--- config.mk ---
export PLATFORM = sky130hd
export DESIGN_NAME = port_irq_unit
export DESIGN_NICKNAME = d
export VERILOG_FILES = /design/src/rtl/port_irq_pkg.sv /design/src/rtl/pin_sync.sv /design/src/rtl/edge_detect.sv /design/src/rtl/flag_bank.sv /design/src/rtl/port_irq_unit.sv
export SDC_FILE = /design/constraint.sdc
export NUM_CORES = 1
export LEC_CHECK = 0
export BUFFER_PORTS_ARGS = -buffer_cell sky130_fd_sc_hd__buf_2
export CAP_MARGIN = 20
export CORE_MARGIN = 5
export CORE_UTILIZATION = 30
export DETAILED_ROUTE_END_ITERATION = 8
export GPL_TIMING_DRIVEN = 0
export PLACE_DENSITY_LB_ADDON = 0.12
export SYNTH_ARGS = -nofsm -noshare
export SYNTH_HDL_FRONTEND = slang
export SYNTH_SLANG_ARGS = --single-unit
--- constraint.sdc ---
create_clock -name clk_i -period 1.4 [get_ports clk_i]
set_input_delay 0.28 -clock clk_i [delete_from_list [all_inputs] [get_ports clk_i]]
set_output_delay 0.28 -clock clk_i [all_outputs]
set_load 0.005 [all_outputs]
--- src/rtl/port_irq_pkg.sv ---
package port_irq_pkg;
  localparam int unsigned PIN_W     = 8;
  localparam int unsigned ADDR_W    = 2;
  localparam logic [PIN_W-1:0] IMPL_MASK = 8'hF7;

  typedef enum logic [ADDR_W-1:0] {
    REG_EN   = 2'd0,
    REG_POL  = 2'd1,
    REG_FLAG = 2'd2,
    REG_NONE = 2'd3
  } reg_sel_e;
endpackage

--- src/rtl/pin_sync.sv ---
module pin_sync #(
  parameter int unsigned WIDTH  = 8,
  parameter int unsigned STAGES = 2
) (
  input  logic             clk_i,
  input  logic             rst_ni,
  input  logic [WIDTH-1:0] async_i,
  output logic [WIDTH-1:0] sync_o
);
  logic [WIDTH-1:0] stage_q [STAGES];

  always_ff @(posedge clk_i or negedge rst_ni) begin
    if (!rst_ni) stage_q[0] <= '0;
    else         stage_q[0] <= async_i;
  end

  for (genvar s = 1; s < STAGES; s++) begin : g_stage
    always_ff @(posedge clk_i or negedge rst_ni) begin
      if (!rst_ni) stage_q[s] <= '0;
      else         stage_q[s] <= stage_q[s-1];
    end
  end

  assign sync_o = stage_q[STAGES-1];
endmodule

--- src/rtl/edge_detect.sv ---
module edge_detect #(
  parameter int unsigned    WIDTH = 8,
  parameter logic [WIDTH-1:0] MASK = '1
) (
  input  logic             clk_i,
  input  logic             rst_ni,
  input  logic [WIDTH-1:0] level_i,
  input  logic [WIDTH-1:0] pol_i,
  output logic [WIDTH-1:0] edge_o
);
  logic [WIDTH-1:0] prev_q;

  always_ff @(posedge clk_i or negedge rst_ni) begin
    if (!rst_ni) prev_q <= '0;
    else         prev_q <= level_i;
  end

  for (genvar i = 0; i < WIDTH; i++) begin : g_pin
    if (MASK[i]) begin : g_on
      // changed level, and new level matches polarity (1 rising, 0 falling)
      assign edge_o[i] = (level_i[i] ^ prev_q[i]) & ~(level_i[i] ^ pol_i[i]);
    end else begin : g_off
      assign edge_o[i] = 1'b0;
    end
  end


  pol_only_no_edge_chk: assert property (@(posedge clk_i) disable iff (!rst_ni)
    (level_i == prev_q) |-> (edge_o == '0));
endmodule

--- src/rtl/flag_bank.sv ---
module flag_bank #(
  parameter int unsigned      WIDTH = 8,
  parameter logic [WIDTH-1:0] MASK  = '1
) (
  input  logic             clk_i,
  input  logic             rst_ni,
  input  logic [WIDTH-1:0] set_i,
  input  logic [WIDTH-1:0] clr_i,
  output logic [WIDTH-1:0] flag_o
);
  logic [WIDTH-1:0] flag_q;

  // set has priority over clear so no event is lost
  always_ff @(posedge clk_i or negedge rst_ni) begin
    if (!rst_ni) flag_q <= '0;
    else         flag_q <= ((flag_q & ~clr_i) | set_i) & MASK;
  end

  assign flag_o = flag_q;


  set_wins_chk: assert property (@(posedge clk_i) disable iff (!rst_ni)
    (|set_i) |=> ((flag_q & $past(set_i)) == $past(set_i)));


  w1c_clear_chk: assert property (@(posedge clk_i) disable iff (!rst_ni)
    (|(clr_i & ~set_i)) |=> ((flag_q & $past(clr_i & ~set_i)) == '0));


  no_spurious_chk: assert property (@(posedge clk_i) disable iff (!rst_ni)
    1'b1 |=> ((flag_q & $past(~flag_q & ~set_i)) == '0));
endmodule

--- src/rtl/port_irq_unit.sv ---
module port_irq_unit
  import port_irq_pkg::*;
#(
  parameter int unsigned      NUM_PINS    = PIN_W,
  parameter int unsigned      SYNC_STAGES = 2,
  parameter logic [NUM_PINS-1:0] PIN_MASK = IMPL_MASK
) (
  input  logic                clk_i,
  input  logic                rst_ni,
  input  logic [NUM_PINS-1:0] pin_i,
  input  logic [ADDR_W-1:0]   addr_i,
  input  logic                wr_en_i,
  input  logic [NUM_PINS-1:0] wdata_i,
  output logic [NUM_PINS-1:0] rdata_o,
  output logic                irq_o
);
  logic [NUM_PINS-1:0] level;
  logic [NUM_PINS-1:0] edge_hit;
  logic [NUM_PINS-1:0] flag;
  logic [NUM_PINS-1:0] clr_vec;
  logic [NUM_PINS-1:0] en_q;
  logic [NUM_PINS-1:0] pol_q;
  logic                irq_q;
  reg_sel_e            sel;

  assign sel = reg_sel_e'(addr_i);

  pin_sync #(.WIDTH(NUM_PINS), .STAGES(SYNC_STAGES)) u_sync (
    .clk_i   (clk_i),
    .rst_ni  (rst_ni),
    .async_i (pin_i),
    .sync_o  (level)
  );

  edge_detect #(.WIDTH(NUM_PINS), .MASK(PIN_MASK)) u_edge (
    .clk_i   (clk_i),
    .rst_ni  (rst_ni),
    .level_i (level),
    .pol_i   (pol_q),
    .edge_o  (edge_hit)
  );

  assign clr_vec = (wr_en_i && sel == REG_FLAG) ? (wdata_i & PIN_MASK) : '0;

  flag_bank #(.WIDTH(NUM_PINS), .MASK(PIN_MASK)) u_flags (
    .clk_i  (clk_i),
    .rst_ni (rst_ni),
    .set_i  (edge_hit),
    .clr_i  (clr_vec),
    .flag_o (flag)
  );

  always_ff @(posedge clk_i or negedge rst_ni) begin
    if (!rst_ni) begin
      en_q  <= '0;
      pol_q <= '0;
    end else if (wr_en_i) begin
      if (sel == REG_EN)  en_q  <= wdata_i & PIN_MASK;
      if (sel == REG_POL) pol_q <= wdata_i & PIN_MASK;
    end
  end

  always_ff @(posedge clk_i or negedge rst_ni) begin
    if (!rst_ni) irq_q <= 1'b0;
    else         irq_q <= |(flag & en_q);
  end

  assign irq_o = irq_q;

  always_comb begin
    unique case (sel)
      REG_EN:   rdata_o = en_q;
      REG_POL:  rdata_o = pol_q;
      REG_FLAG: rdata_o = flag;
      default:  rdata_o = '0;
    endcase
  end


  irq_raise_chk: assert property (@(posedge clk_i) disable iff (!rst_ni)
    (|(flag & en_q)) |=> irq_o);


  irq_quiet_chk: assert property (@(posedge clk_i) disable iff (!rst_ni)
    !(|(flag & en_q)) |=> !irq_o);


  unimpl_pin_chk: assert property (@(posedge clk_i) disable iff (!rst_ni)
    ((edge_hit | flag | en_q | pol_q) & ~PIN_MASK) == '0);
endmodule

# Word-level counts from Yosys, hierarchy flattened
# Cells that the tools add are included.
dict set report word_totals {
  reg_bits 46
  input_bits 21
  word_cells 48
}
dict set report op_classes {
  n_eq_ne 2
  n_mux 2
  n_bitwise 32
  reduce_logical 5
}
# op count
set ops {}
lappend ops {{case mux 8 bit (3 select lines)} 1}
lappend ops {{bitwise AND 8 bit} 2}
lappend ops {{bitwise XOR 1 bit} 14}
lappend ops {{two-way mux 8 bit} 1}
lappend ops {{inverter 8 bit} 1}
lappend ops {{bitwise OR 8 bit} 1}
lappend ops {{OR reduction 8 bit} 1}
lappend ops {{bitwise AND 1 bit} 7}
lappend ops {{inverter 1 bit} 7}
lappend ops {{AND reduction 2 bit} 2}
lappend ops {{equality test 2 x 1 -> 1 bit, second input constant} 1}
lappend ops {{equality test 2 bit, second input constant} 1}
lappend ops {{logical NOT 2 bit} 1}
lappend ops {{logical AND 1 bit} 1}

# Logic depth before layout (Yosys ltp)
# Gate-level depths: netlist of run 1.
dict set report depth {
  depth_word 6
  depth_mapped 4
}

# Cells and area by module
# From an unflattened synthesis of run 1, not the netlist that was laid out.
dict set report unflattened {
  cells_unflattened 140
  area_unflattened_um2 1889.3
}
# mod n_inst cells_each area_per_inst_um2 seq_area_each_um2
set by_module_without_submodules {}
lappend by_module_without_submodules {port_irq_unit 1 63 819.5 375.4}
lappend by_module_without_submodules {pin_sync 1 24 460.4 400.4}
lappend by_module_without_submodules {edge_detect 1 30 344.1 175.2}
lappend by_module_without_submodules {flag_bank 1 23 265.3 175.2}

# Worst setup path after synthesis of run 1
# Ideal clock, no wire load.
dict set report synth_path {
  path_type {input to register}
  start {input port addr_i[0]}
  end {register en_q[0]}
  setup_ns 0.125
  arrival_ns 1.104
  t_required_ns 1.275
  setup_slack_ns 0.171
  path_stages 3
  cell_sequence {buf_4 -> nor3b_4 -> mux2_2}
}
dict set report synth_between {
  elab_chain_cells 2
}
# element line_no
set synth_rtl {}
lappend synth_rtl {{start: declaration} port_irq_unit.sv:11} ;# input logic [ADDR_W-1:0] addr_i,
lappend synth_rtl {{logical NOT 2 bit} port_irq_unit.sv:58} ;# if (sel == REG_EN) en_q <= wdata_i & PIN_MASK;
lappend synth_rtl {{AND reduction 2 bit (no line)} -}
lappend synth_rtl {{end signal: assignment} port_irq_unit.sv:58}
lappend synth_rtl {{end: declaration} port_irq_unit.sv:21} ;# logic [NUM_PINS-1:0] en_q;
# No other way between the ends.
# A chain may end at the register's enable or synchronous reset.

# Worst setup path in the final report of run 1
dict set report layout_path {
  start {register u_flags.flag_q[6], in the netlist u_flags.flag_o[6]}
  end {output port rdata_o[6]}
}
dict set report layout_between {
  elab_chain_cells 1
}
# element line_no
set layout_rtl {}
lappend layout_rtl {{start: declaration} flag_bank.sv:11} ;# logic [WIDTH-1:0] flag_q;
lappend layout_rtl {{start signal: assignment} flag_bank.sv:16} ;# else flag_q <= ((flag_q & ~clr_i) | set_i) & MASK;
lappend layout_rtl {{case mux 8 bit (3 select lines)} port_irq_unit.sv:71} ;# unique case (sel)
lappend layout_rtl {{end: declaration} port_irq_unit.sv:14} ;# output logic [NUM_PINS-1:0] rdata_o,
# No other way between the ends.

==> reports/qor.yml, run 1 <==
status:
  status: "finished, final reports clean"
timing:
  fin_crit_ns: 1.33
  fmax_ghz: 0.750
  slew_viol_final: 0
  rsz0062_at_grt: "true"
  timing.final.ws_setup_ns: 0.0669
  period_share_pct: 95.2
  finClkSkew_ns: 0.00474
  holdWs_ns: 0.0864
  setup_viol: 0
  hold_viol_final: 0
final_layout:
  drive_above_1_share_pct: 39.2
  syn2layout_area_growth_pct: 23.3
  diodes: 0
  final_cell_count_no_fill: 225
  fin_nets: 174
synthesis:
  synth_area_um2: 1710
  yosysSeqAreaShare_pct: 63.0
  netlist.area_leader.share_pct: 63.0
  ys_warn_count: 0
  synth_top_cell_by_area: "dfrtp_1"
  syn_inst: 114
  synth.ff_latch_count: 43
  synthesis.nets: 135
  synth_area_leaders: "dfrtp_1, mux2_2, a221o_1, mux2i_1, nand4b_1"
  avgSynthCellArea_um2: 15.0
  synth_cell_types: 19
floorplanning:
  core-area_um2: 5510
  die_h_um: 85.5
  die_area_um2: 7300
  initial_utilization_pct: 31.0
  dieWidth_um: 85.5
  rows: 27
  ioPinCount: 30
detailed_routing:
  first_iter_violations: 41
  wl_um: 3360
  wire_per_inst_um: 15.0
  drc: 0
  vias: 1047
  antenna_left: 0
  vias_per_cell: 4.65
  dr.pass1.iters: 4
grt:
  antenna_found_initial: 0
  grtUsageTotal_pct: 10.3
  grt_pass1_vias: 1095
  grt_max_degree: 44
  grt_remaining_overflow: 0
  grt_pass1_wl_um: 5730
power:
  p_switching_w: 0.000667
  pwr_density_cell_nw_per_um2: 1340
  fin_total_pwr_w: 0.00283
  clockPowerShare_pct: 32.5
  pwr-share-comb_pct: 14.7
  p_int_w: 0.00216
  p_sw_share_pct: 23.6
  p_seq_share_pct: 52.8
  ir_worst_vdd_mv: 0.662
  p_leak_nw: 0.933
critical_path:
  crit_required_ns: 1.12
  cp.arrival_ns: 1.05
  cp-start-kind: "flip-flop"
  worst_setup_path_end_kind: "output port"
  rr_startpoint: "u_flags.flag_o[1]"
  startpoint: "u_flags.flag_o[6]"
  timing_worst_setup_path_type: "reg -> out"
  critPathMaxFanout: 3
  reg2regPathDepth: 3
clocking:
  htree_levels: 2
  clk_pin_slew_ns: 0.08
  cts.sinks: 43
  cts_made_buffers: 5
  root_buffer: "clkbuf_8"
  clk_latency_ns: 0.29
  max-clock-path-buffers: 2
  cts_tree: "yes"
placed_design:
  gp_congestion: 0.645
  dp_hpwl_um: 2290
  io_buffers: 23
  dp_cells: 209
  dp_slack_ns: -0.103
hold_path:
  hold_depth: 1
  hp-start: "pin_i[1]"
  hold_class: "in -> reg"
run:
  max_cap_violations: 0
## cells in the mapped netlist
cell type	n
buf_6	1
and3b_1	6
a22oi_1	2
nand3_1	1
buf_4	5
nand4b_1	7
mux2_2	14
nor2_1	6
nor3b_4	1
a222oi_1	1
conb_1	1
nor2b_1	2
mux2i_1	7
a221o_1	7
clkbuf_1	1
nand3b_2	1
dfrtp_1	43
nor3b_1	1
o2bb2ai_1	7
## layer usage
layer / share of wire (%) / up-vias / GRT usage (%)
li1: - / 500 / -
met1: 46 / 524 / 13.3
met2: 48 / 18 / 15.3
met3: 4.7 / 5 / 4.66
met4: 1.4 / 0 / 3.45
met5: 0 / - / 0
## stage by stage
| stage | setup TNS, ns | util [%] | instance area [um2] |
|---|---|---|---|
| after CTS | 0 | 36.6 | 2020 |
| after floorplan | 0 | - | 1710 |
| after global routing | -0.0650 | 38.2 | 2110 |
| after global placement | -0.715 | 34.7 | 1910 |
| after detailed placement | -0.620 | 34.7 | 1910 |
| final | 0 | 38.2 | 2110 |
## final timing paths
check                               endpoint  slack [ns]
min in group asynchronous   u_sync.sync_o[7]        0.42
setup / recovery                  rdata_o[6]        0.07
max in group asynchronous  u_flags.flag_o[5]        0.51
setup reg to reg                       irq_o        0.34
hold / removal             u_sync.stage_q[9]        0.09
hold reg to reg             u_sync.sync_o[2]        0.35
## layout make-up
cell class | instances | area, um2
well taps | 72 | 90.1
plain buffers | 7 | 60.1
clock inverters | 1 | 30.0
fillers | 529 | 3400
repair buffers | 32 | 198
clock buffers | 6 | 72.6
multi-input cells | 64 | 579
flip-flops and latches | 43 | 1080
## flip-flops by register name (all words and copies together) (netlist names)
name            flops
en_q                7
irq_o               1
pol_q               7
u_edge.prev_q       7
u_flags.flag_o      7
u_sync.stage_q      7
u_sync.sync_o       7
## layout by cell type, fill, tap and decap left out, types with 5 or more instances in the layout
cell,n
buf_2,23
nor2_1,6
o2bb2ai_1,7
mux2_2,14
a221o_1,7
clkbuf_8,5
dfrtp_1,43
and3b_1,6
mux2i_1,7
nand4b_1,7
buf_4,12
## power by group through the flow
stage / sequential, W / clock, W / combinational, W
finish: 0.00149 / 0.000919 / 0.000416
global route: 0.00151 / 0.00102 / 0.000471
CTS: 0.00150 / 0.000953 / 0.000366
detailed placement: 0.00152 / 0 / 0.000366
global placement: 0.00151 / 0 / 0.000361
floorplan: 0.00149 / 0 / 0.000243
## cell families after synthesis
logic type / count (synthesis) / synth area share, %
AOI/OAI and AO/OA: 17 / 9.16
buffers and inverters: 7 / 3.08
DFF: 43 / 63.0
muxes: 21 / 13.3
other: 1 / 0.220
and+or+nand+nor: 25 / 11.2
## worst max-delay path: stages, from the launching register on
cell       delay [ns]
dfrtp_1          0.41
mux2i_1          0.15
o2bb2ai_1        0.08
buf_2            0.13
## timing repair
action                     in CTS  in global routing
gates resized for setup         1                  4
hold endpoints to repair        0                 14
pin swaps                       0                  4
hold buffers                    0                  1
setup buffers                   0                  7
setup endpoints to repair       7                  7
Note: power is estimated with default switching activity, not from simulation.
==> run 2: changes to the inputs <==
--- a/config.mk
+++ b/config.mk
@@ -7,7 +7,7 @@
 export LEC_CHECK = 0
 export BUFFER_PORTS_ARGS = -buffer_cell sky130_fd_sc_hd__buf_2
 export CAP_MARGIN = 20
-export CORE_MARGIN = 5
+export CORE_MARGIN = 3
 export CORE_UTILIZATION = 30
 export DETAILED_ROUTE_END_ITERATION = 8
 export GPL_TIMING_DRIVEN = 0
==> run 2 against run 1 <==
Net effect:
- maximum frequency fell by 1.7%
- combinational power rose by 6.3%
- die area fell by 9.1%
- largest cell class unchanged
- clock power fell by 7.4%
- cell count did not move
- register-to-register slack got worse by 0.06 ns
- flip-flop and latch count did not move
- sequential share of layout area rose by 0.31 points
- largest power group unchanged
==> reports/qor.yml, run 2 (same netlist as run 1, synthesis figures left out) <==
status:
  status: "finished, final reports clean"
critical_path:
  cp.arrival_ns: 1.08  # +0.03 ns
  crit_required_ns: 1.12  # about the same
  cp.depth: 3  # unchanged
  crit_chain: "mux2i_1 -> o2bb2ai_1 -> buf_2"
  slowest_stage: "dfrtp_1"
  cp-start-kind: "flip-flop"
  timing_worst_setup_path_type: "reg -> out"
  crit_family: "flip-flops"
  reg2regPathDepth: 3  # unchanged
  crit_buf_inv: 1  # unchanged
  worst_setup_path_end_kind: "output port"
  max_stage_delay_ns: 0.41  # about the same
  regToRegSetupSlack_ns: 0.28  # -0.06 ns
  critPathMaxFanout: 3  # unchanged
placed_design:
  gp_congestion: 0.738  # +14%
  io_buffers: 23  # unchanged
  dp_cells: 207  # -0.96%
  place_area_um2: 1910  # -0.13%
  dp_hpwl_um: 2310  # +0.81%
floorplanning:
  initial_utilization_pct: 32.2  # +1.2 points
  rows: 26  # -3.7%
  ioPinCount: 30  # unchanged
  die_h_um: 81.5  # -4.7%
  die_area_um2: 6630  # -9.1%
  core-area_um2: 5300  # -3.7%
  dieWidth_um: 81.5  # -4.7%
power:
  fin_total_pwr_w: 0.00278  # -1.7%
  p_leak_nw: 0.933  # about the same
  ir_worst_vdd_mv: 0.416  # -37%
  pwr_density_cell_nw_per_um2: 1330  # -1.1%
clocking:
  htree_levels: 2  # unchanged
  max-clock-path-buffers: 2  # unchanged
  clk_latency_ns: 0.29  # about the same
  root_buffer: "clkbuf_8"
  cts.sinks: 43  # unchanged
  cts_made_buffers: 5  # unchanged
  cts_tree: "yes"
  ctsHoldBuffers: 0  # unchanged
  clk_pin_slew_ns: 0.08  # about the same
timing:
  tightest_slew_ns: 0.953
  fmax_ghz: 0.737  # -1.7%
  setup_viol: 0  # unchanged
  period_share_pct: 96.9  # +1.7 points
  relSlewSlack_pct: 36.4
  finClkSkew_ns: 0.00638  # +0.00164 ns
  fin_crit_ns: 1.36  # +0.0235 ns
  holdWs_ns: 0.0890  # +0.00265 ns
  hold_viol_final: 0  # unchanged
  slew_viol_final: 0  # unchanged
final_layout:
  final_cell_count_no_fill: 225  # unchanged
  syn2layout_area_growth_pct: 22.6
  diodes: 0  # unchanged
  layout_common_cells: "dfrtp_1, buf_2, buf_4"
  final_util_pct: 39.5  # +1.2 points
  final_common_cell: "dfrtp_1"
  fin_nets: 175  # +0.57%
  drive_above_1_share_pct: 40.6  # +1.4 points
  finalInstanceArea_um2: 2090  # -0.59%
detailed_routing:
  drc: 0  # unchanged
  wl_um: 3460  # +2.8%
  vias_per_cell: 4.75  # +2.0%
  first_iter_violations: 43  # +4.9%
  vias: 1068  # +2.0%
  antenna_left: 0  # unchanged
  dr.pass1.iters: 4  # unchanged
  wire_per_inst_um: 15.4  # +2.8%
grt:
  grtUsageTotal_pct: 11.7  # +1.4 points
  antenna_found_initial: 0  # unchanged
  grt_pass1_wl_um: 5650  # -1.3%
  grt_max_degree: 44  # unchanged
  grt_pass1_vias: 1118  # +2.1%
  grt_remaining_overflow: 0  # unchanged
hold_path:
  hold_class: "in -> reg"
  hold_depth: 1  # unchanged
run:
  max_cap_violations: 0  # unchanged
-- run 2: cell types whose count changed in the layout (fill, tap and decap cells not counted) --
cell           delta
clkbuf_8          +2
buf_12            -1
dlygate4sd3_1     -1
buf_4             +3
bufinv_16         -1
-- run 2: per-layer routing --
layer  share of wire [%]  GRT usage (%)  vias to the layer above
met4                0.66           4.05                        0
met1                  47           15.4                      536
met3                 4.9           4.28                        4
li1                    -              -                      505
met2                  48           17.7                       23
met5                   0              0                        -
-- run 2: power by group --
part / switching (W) / internal (W)
Sequential: 0.000103 / 0.00138
Combinational: 0.000178 / 0.000264
Clock: 0.000401 / 0.000450
Total: 0.000682 / 0.00210
-- run 2: stage by stage --
step | TNS, ns | worst slack (ns)
floorplan | 0 | 0.171
global placement | -0.900 | -0.145
detailed placement | -0.880 | -0.139
global route | -0.00970 | -0.00951
finish | 0 | 0.0434
CTS | 0 | 0.0144
-- run 2: worst paths after layout --
path                                   start                  to
setup / recovery           u_flags.flag_o[6]          rdata_o[6]
hold reg to reg            u_sync.stage_q[9]    u_sync.sync_o[1]
setup reg to reg           u_flags.flag_o[4]               irq_o
hold / removal                      pin_i[6]  u_sync.stage_q[14]
min in group asynchronous             rst_ni    u_sync.sync_o[4]
max in group asynchronous             rst_ni             en_q[5]
-- run 2: area by class of cell --
class,count,area [um2]
sequential,43,1080
multi-input combinational,64,579
clock buffer,8,100
timing repair buffer,33,190
fill,513,3210
tap,70,87.6
buffer,7,60.1
-- run 2: what timing repair did --
item,4_1_cts,5_1_grt
gates cloned,0,0
buffers inserted,0,10
endpoints found under the setup margin,7,7
gates resized for setup,1,4
pin swaps,0,2
